### config.mk
export PLATFORM = sky130hd
export DESIGN_NAME = rbs_extractor
export DESIGN_NICKNAME = d
export VERILOG_FILES = /design/src/rtl/rbs_pkg.sv /design/src/rtl/rbs_frame_decode.sv /design/src/rtl/rbs_shadow_bank.sv /design/src/rtl/rbs_read_port.sv /design/src/rtl/rbs_extractor.sv
export SDC_FILE = /design/constraint.sdc
export NUM_CORES = 1
export LEC_CHECK = 0
export BUFFER_PORTS_ARGS = -buffer_cell sky130_fd_sc_hd__buf_2
export CORE_ASPECT_RATIO = 0.5
export CORE_UTILIZATION = 51
export DETAILED_ROUTE_END_ITERATION = 8
export GPL_TIMING_DRIVEN = 0
export PLACE_DENSITY = 0.74
export REMOVE_ABC_BUFFERS = 1
export SETUP_SLACK_MARGIN = 0.1
export SLEW_MARGIN = 20
export SYNTH_ARGS = -nofsm -noshare
export SYNTH_HDL_FRONTEND = slang
export SYNTH_SLANG_ARGS = --single-unit
### constraint.sdc
create_clock -name clk -period 2.1 [get_ports clk]
set_input_delay 0.105 -clock clk [delete_from_list [all_inputs] [get_ports clk]]
set_output_delay 0.105 -clock clk [all_outputs]
set_load 0.02 [all_outputs]
### src/rtl/rbs_pkg.sv
package rbs_pkg;

  typedef enum logic [1:0] {
    SLOT_A = 2'd0,
    SLOT_B = 2'd1,
    SLOT_C = 2'd2,
    SLOT_D = 2'd3
  } sig_slot_e;

  // a sits in bit 3 and d in bit 0 of the readable nibble
  typedef struct packed {
    logic a;
    logic b;
    logic c;
    logic d;
  } sig_bits_t;

  localparam int unsigned SIG_W = 4;

endpackage

### src/rtl/rbs_frame_decode.sv
module rbs_frame_decode
  import rbs_pkg::*;
#(
  parameter int unsigned NCH        = 24,
  parameter int unsigned SF_LEN_D4  = 12,
  parameter int unsigned SF_LEN_ESF = 24,
  parameter int unsigned CW         = 5,
  parameter int unsigned FW         = 5
) (
  input  logic          beat,
  input  logic [FW-1:0] frame,
  input  logic [CW-1:0] chan,
  input  logic          fmt_esf,
  output logic          slot_hit,
  output sig_slot_e     slot,
  output logic          commit
);

  localparam int unsigned A_FR = SF_LEN_D4 / 2;
  localparam int unsigned B_FR = SF_LEN_D4;
  localparam int unsigned C_FR = SF_LEN_D4 + SF_LEN_D4 / 2;
  localparam int unsigned D_FR = SF_LEN_ESF;

  logic          chan_ok;
  logic [FW-1:0] last_fr;

  always_comb begin
    chan_ok  = ({1'b0, chan} < (CW+1)'(NCH));
    last_fr  = fmt_esf ? FW'(SF_LEN_ESF) : FW'(SF_LEN_D4);
    slot_hit = 1'b0;
    slot     = SLOT_A;
    if (beat && chan_ok) begin
      if (frame == FW'(A_FR)) begin
        slot_hit = 1'b1;
        slot     = SLOT_A;
      end else if (frame == FW'(B_FR)) begin
        slot_hit = 1'b1;
        slot     = SLOT_B;
      end else if (fmt_esf && frame == FW'(C_FR)) begin
        slot_hit = 1'b1;
        slot     = SLOT_C;
      end else if (fmt_esf && frame == FW'(D_FR)) begin
        slot_hit = 1'b1;
        slot     = SLOT_D;
      end
    end
    commit = beat && (chan == CW'(NCH - 1)) && (frame == last_fr);
  end

endmodule

### src/rtl/rbs_shadow_bank.sv
module rbs_shadow_bank
  import rbs_pkg::*;
#(
  parameter int unsigned NCH = 24,
  parameter int unsigned CW  = 5
) (
  input  logic               clk,
  input  logic               rst,
  input  logic               slot_hit,
  input  sig_slot_e          slot,
  input  logic [CW-1:0]      chan,
  input  logic               lsb,
  input  logic               rbs_en,
  input  logic [NCH-1:0]     clear_chan,
  input  logic               commit,
  output logic [NCH*SIG_W-1:0] shadow_q,
  output logic [NCH*SIG_W-1:0] vis_q
);

  for (genvar g = 0; g < NCH; g++) begin : g_chan
    sig_bits_t sh_q, sh_d, vis_r;
    logic      wr;

    assign wr = slot_hit && rbs_en && !clear_chan[g] && (chan == CW'(g));

    always_comb begin
      sh_d = sh_q;
      if (wr) begin
        case (slot)
          SLOT_A:  sh_d.a = lsb;
          SLOT_B:  sh_d.b = lsb;
          SLOT_C:  sh_d.c = lsb;
          default: sh_d.d = lsb;
        endcase
      end
    end

    always_ff @(posedge clk) begin
      if (rst) sh_q <= '0;
      else     sh_q <= sh_d;
    end

    // the final beat's own capture is included in the transfer
    always_ff @(posedge clk) begin
      if (rst)         vis_r <= '0;
      else if (commit) vis_r <= sh_d;
    end

    assign shadow_q[g*SIG_W +: SIG_W] = sh_q;
    assign vis_q[g*SIG_W +: SIG_W]    = vis_r;
  end

endmodule

### src/rtl/rbs_read_port.sv
module rbs_read_port
  import rbs_pkg::*;
#(
  parameter int unsigned NCH     = 24,
  parameter int unsigned AW      = 8,
  parameter int unsigned DW      = 16,
  parameter int unsigned RD_BASE = 'h70
) (
  input  logic                 clk,
  input  logic                 rst,
  input  logic [AW-1:0]        rd_addr,
  input  logic [NCH*SIG_W-1:0] vis_q,
  output logic [DW-1:0]        rd_data
);

  logic [AW-1:0]    off;
  logic             in_bank;
  logic [SIG_W-1:0] sel;

  always_comb begin
    off     = rd_addr - AW'(RD_BASE);
    in_bank = (rd_addr >= AW'(RD_BASE)) && (off < AW'(NCH));
    sel     = '0;
    for (int i = 0; i < NCH; i++) begin
      if (in_bank && off == AW'(i)) sel = vis_q[i*SIG_W +: SIG_W];
    end
  end

  always_ff @(posedge clk) begin
    if (rst) rd_data <= '0;
    else     rd_data <= DW'(sel);
  end

endmodule

### src/rtl/rbs_extractor.sv
module rbs_extractor
  import rbs_pkg::*;
#(
  parameter int unsigned NCH        = 24,
  parameter int unsigned SF_LEN_D4  = 12,
  parameter int unsigned SF_LEN_ESF = 24,
  parameter int unsigned AW         = 8,
  parameter int unsigned DW         = 16,
  parameter int unsigned RD_BASE    = 'h70,
  localparam int unsigned CW        = $clog2(NCH),
  localparam int unsigned FW        = $clog2(SF_LEN_ESF + 1)
) (
  input  logic           clk,
  input  logic           rst,
  input  logic           in_valid,
  output logic           in_ready,
  input  logic [7:0]     in_byte,
  input  logic [CW-1:0]  in_chan,
  input  logic [FW-1:0]  in_frame,
  input  logic           fmt_esf,
  input  logic           rbs_en,
  input  logic [NCH-1:0] clear_chan,
  input  logic [AW-1:0]  rd_addr,
  output logic [DW-1:0]  rd_data
);

  logic                 beat;
  logic                 slot_hit;
  sig_slot_e            slot;
  logic                 commit;
  logic [NCH*SIG_W-1:0] shadow_q;
  logic [NCH*SIG_W-1:0] vis_q;

  assign in_ready = !rst;
  assign beat     = in_valid && in_ready;

  rbs_frame_decode #(
    .NCH(NCH), .SF_LEN_D4(SF_LEN_D4), .SF_LEN_ESF(SF_LEN_ESF), .CW(CW), .FW(FW)
  ) u_dec (
    .beat(beat), .frame(in_frame), .chan(in_chan), .fmt_esf(fmt_esf),
    .slot_hit(slot_hit), .slot(slot), .commit(commit)
  );

  rbs_shadow_bank #(.NCH(NCH), .CW(CW)) u_bank (
    .clk(clk), .rst(rst), .slot_hit(slot_hit), .slot(slot), .chan(in_chan),
    .lsb(in_byte[0]), .rbs_en(rbs_en), .clear_chan(clear_chan),
    .commit(commit), .shadow_q(shadow_q), .vis_q(vis_q)
  );

  rbs_read_port #(.NCH(NCH), .AW(AW), .DW(DW), .RD_BASE(RD_BASE)) u_rd (
    .clk(clk), .rst(rst), .rd_addr(rd_addr), .vis_q(vis_q), .rd_data(rd_data)
  );

endmodule

==> summary.txt <==
Setup path
  – R2R cell count: 6
  – Required time of the critical path: 2.45 ns
  – RR Endpoint: u_rd.rd_data[3]
  – Worst reg2reg setup slack: 0.22 ns
  – Crit Path Class: in2reg
  – Crit start category: primary input
  – FF-to-FF Start: u_bank.vis_q[27]
  – Crit path max fanout: 8
  – Data arrival, critical path: 2.29 ns
  – Endpoint type of the worst setup path: flop

Logic synthesis
  – Main synth FF type: dfxtp_1
  – Top post-synthesis cells by area: dfxtp_1 43%, mux2i_1 8.7%, a211oi_1 8.7%, nor2_1 8.6%, nand3_1 3.9%
  – Post-Syn Instances: 1047
  – Cell taking the most area after synthesis: dfxtp_1
  – EDFF count, synth: 0
  – Synth Area per Inst: 8.68 um2
  – Yosys warns: 0
  – Top cell type's share of synthesized area: 43.2%
  – Fraction of registers with async set/reset: 0%
  – Post-Syn Area: 9090 um2
  – Post-synthesis sequential area ratio: 43.2%
  – Post-synth cell types: 72
  – Synthesized flop and latch total: 196

Timing
  – Worst hold slack: 0.0310 ns
  – RSZ-0062 raised after global routing: no
  – Setup TNS: 0 ns
  – Fmax: 518 MHz
  – Tcrit/Tclk final: 92.0%
  – Final hold violation count: 0
  – Final setup vio count: 0
  – Fin crit period: 1.93 ns
  – Clock skew: 0.00955 ns
  – Slew at the pin closest to its max-slew limit: 1.06 ns
  – Max Slew Vio Count: 0
  – Max-Slew Margin vs Limit: 29.1%

Clock network
  – Htree depth: 4
  – CTS tree: built
  – CTS clk-pin slew, worst paths: 0.08 ns
  – CTS Buffer Depth: 2
  – TritonCTS Sinks: 196
  – Num CTS Buffers: 17
  – Worst-skew pair later-pin latency: 0.44 ns
  – Root buffer cell: clkbuf_16

Global routing
  – Initial antenna violation count: 0
  – GR Overflow Total: 0
  – GRT Overall Usage: 28.7%
  – First-pass GRT wire length: 40800 um
  – Vias in the first global route: 7645
  – Pin count of the biggest net entering global routing: 74

Floorplan
  – Core area: 17400 um2
  – Chip Height: 96.4 um
  – DIE WIDTH: 191 um
  – DIE AREA: 18400 um2
  – Row count: 34
  – IO Pins: 72
  – Initial Util: 52.2%

Pwr
  – Pwr per Cell Area: 688 nW/um2
  – Leak: 4.24 nW
  – VDD IR-drop max: 0.544 mV

Run
  – Max cap viols: 0

Route
  – Vias: 8558
  – WL final: 28000 um
  – Initial DRC Count: 1101
  – Antenna-violating nets left: 0
  – Vias per Instance: 6.36
  – Router iterations before antenna repair: 8
  – WL/cell: 20.8 um
  – Residual DRC: 1

Place
  – GPL Wtd Cong: 0.974
  – Dpl hpwl: 16100 um
  – # port buffers: 52

Final layout
  – Ant. Diodes: 0
  – Filler cells: 1358
  – Layout cells sized above 1: 18.5%
  – Total Nets Final: 1157
  – Area delta synth->final: 18.6%

Outcome
  – Outcome: finished, violations left
  – Violated checks: design-rule violations

Min path
  – Hold path endpoint: u_bank.shadow_q[38]
  – Worst Hold Launch: clear_chan[9]
  – Hold WC Path Type: in2reg
  – Hold path cells: 4
==> layout by cell type, fill, tap and decap left out, drive strengths merged, types with 5 or more instances in the layout <==
cell type | Yosys | routed
or2 | 5 | 5
mux4 | 6 | 6
dlygate4sd3 | 0 | 6
mux2 | 7 | 7
nor2b | 5 | 5
a211oi | 105 | 105
nand2b | 13 | 13
conb | 1 | 12
dfxtp | 196 | 196
nand2 | 44 | 44
a21oi | 32 | 32
inv | 13 | 21
o22ai | 10 | 10
nand3 | 71 | 71
nor4b | 6 | 6
nor4 | 6 | 6
clkbuf | 56 | 21
nor2 | 209 | 209
o211ai | 5 | 5
nor3 | 7 | 7
o21ai | 38 | 38
nand4 | 17 | 17
mux2i | 79 | 79
buf | 47 | 114
==> stage by stage <==
step	cell area, um2	utilization (%)	total power [mW]	setup WS (ns)	cells
floorplan	8630	-	3.97	-7.70	955
global placement	9190	52.8	4.20	-14.73	1241
detailed placement	9530	54.8	4.22	-1.10	1275
CTS	10400	59.7	7.32	0.0924	1319
global route	10800	61.9	7.59	0.0978	1345
finish	10800	61.9	7.41	0.168	1345
==> Yosys cell counts (5+ instances only) <==
master / count
nand4_1: 17
nor2_1: 209
dfxtp_1: 196
nand3_1: 71
a21oi_1: 32
mux2i_1: 79
inv_1: 13
nor3_1: 5
buf_4: 18
nand2_1: 43
a211oi_1: 105
o22ai_1: 10
nand2b_1: 13
o211ai_1: 5
buf_2: 25
clkbuf_1: 55
o21ai_1: 9
o21ai_0: 29
or2_2: 5
mux2_2: 7
mux4_2: 6
nor2b_1: 5
==> repair_timing <==
action | in CTS | in global routing
hold buffers | 0 | 6
gates cloned | 2 | 2
pin swaps | 8 | 15
setup buffers | 12 | 18
setup endpoints to repair | 188 | 102
hold endpoints to repair | 0 | 16
gates resized for setup | 21 | 39
==> sequential cells by signal, summed over array words and instances (netlist names) <==
register	cells
u_bank.shadow_q	96
u_bank.vis_q	96
u_rd.rd_data	4
==> logic make-up (layout without fill, tap and decap cells) <==
kind of cell | after synthesis | count (layout) | share of synthesized area [%]
buffers and inverters | 116 | 169 | 5.98
AOI/OAI and AO/OA | 236 | 236 | 17.9
muxes | 92 | 92 | 11.1
xor gates and xnor gates | 1 | 1 | 0.0964
other | 1 | 12 | 0.0413
and+or+nand+nor | 402 | 402 | 21.3
DFF | 196 | 196 | 43.2
adders and majority gates | 3 | 3 | 0.413
==> layer usage <==
layer	track usage, %	vias to the layer above	share of wire (%)
li1	-	3843	-
met3	5.63	95	9.2
met4	13.9	0	3.6
met2	46.4	525	45
met5	0	-	0
met1	37.3	4095	42
==> final cells by class <==
cell class | count | area (um2) | area share [%]
Clock buffer | 18 | 439 | 4.07
Clock inverter | 13 | 113 | 1.04
Inverter | 13 | 48.8 | 0.453
Multi-Input combinational cell | 746 | 4900 | 45.4
Sequential cell | 196 | 3920 | 36.4
Tap cell | 234 | 293 | 2.72
Timing Repair Buffer | 125 | 1060 | 9.88
==> where the power goes <==
group / internal [mW] / switching, mW / total, mW / leakage, nW
Clock: 1.59 / 1.55 / 3.14 / 0.274
Sequential: 3.71 / 0.000622 / 3.71 / 1.58
Combinational: 0.180 / 0.377 / 0.557 / 2.39
==> worst max path at each step <==
stage,from,endpoint,slack [ns],cells past startpoint
final,rd_addr[4],u_rd.rd_data[0],0.17,9
after global routing,rd_addr[4],u_rd.rd_data[0],0.1,9
after CTS,rd_addr[4],u_rd.rd_data[3],0.09,8
after detailed placement,rst,u_bank.vis_q[61],-1.10,11
after global placement,rst,u_bank.vis_q[18],-14.73,6
after floorplan,in_frame[4],u_bank.vis_q[32],-7.70,5
==> worst max-delay path: stages <==
cell and delay [ns]:
buf_4 0.14, inv_2 0.07, ha_4 0.21, or4b_4 0.65, nor3_4 0.27, o21a_1 0.15
o221ai_1 0.12, a2111o_1 0.47, o211ai_1 0.10
Note: power is estimated with default switching activity, not from simulation.
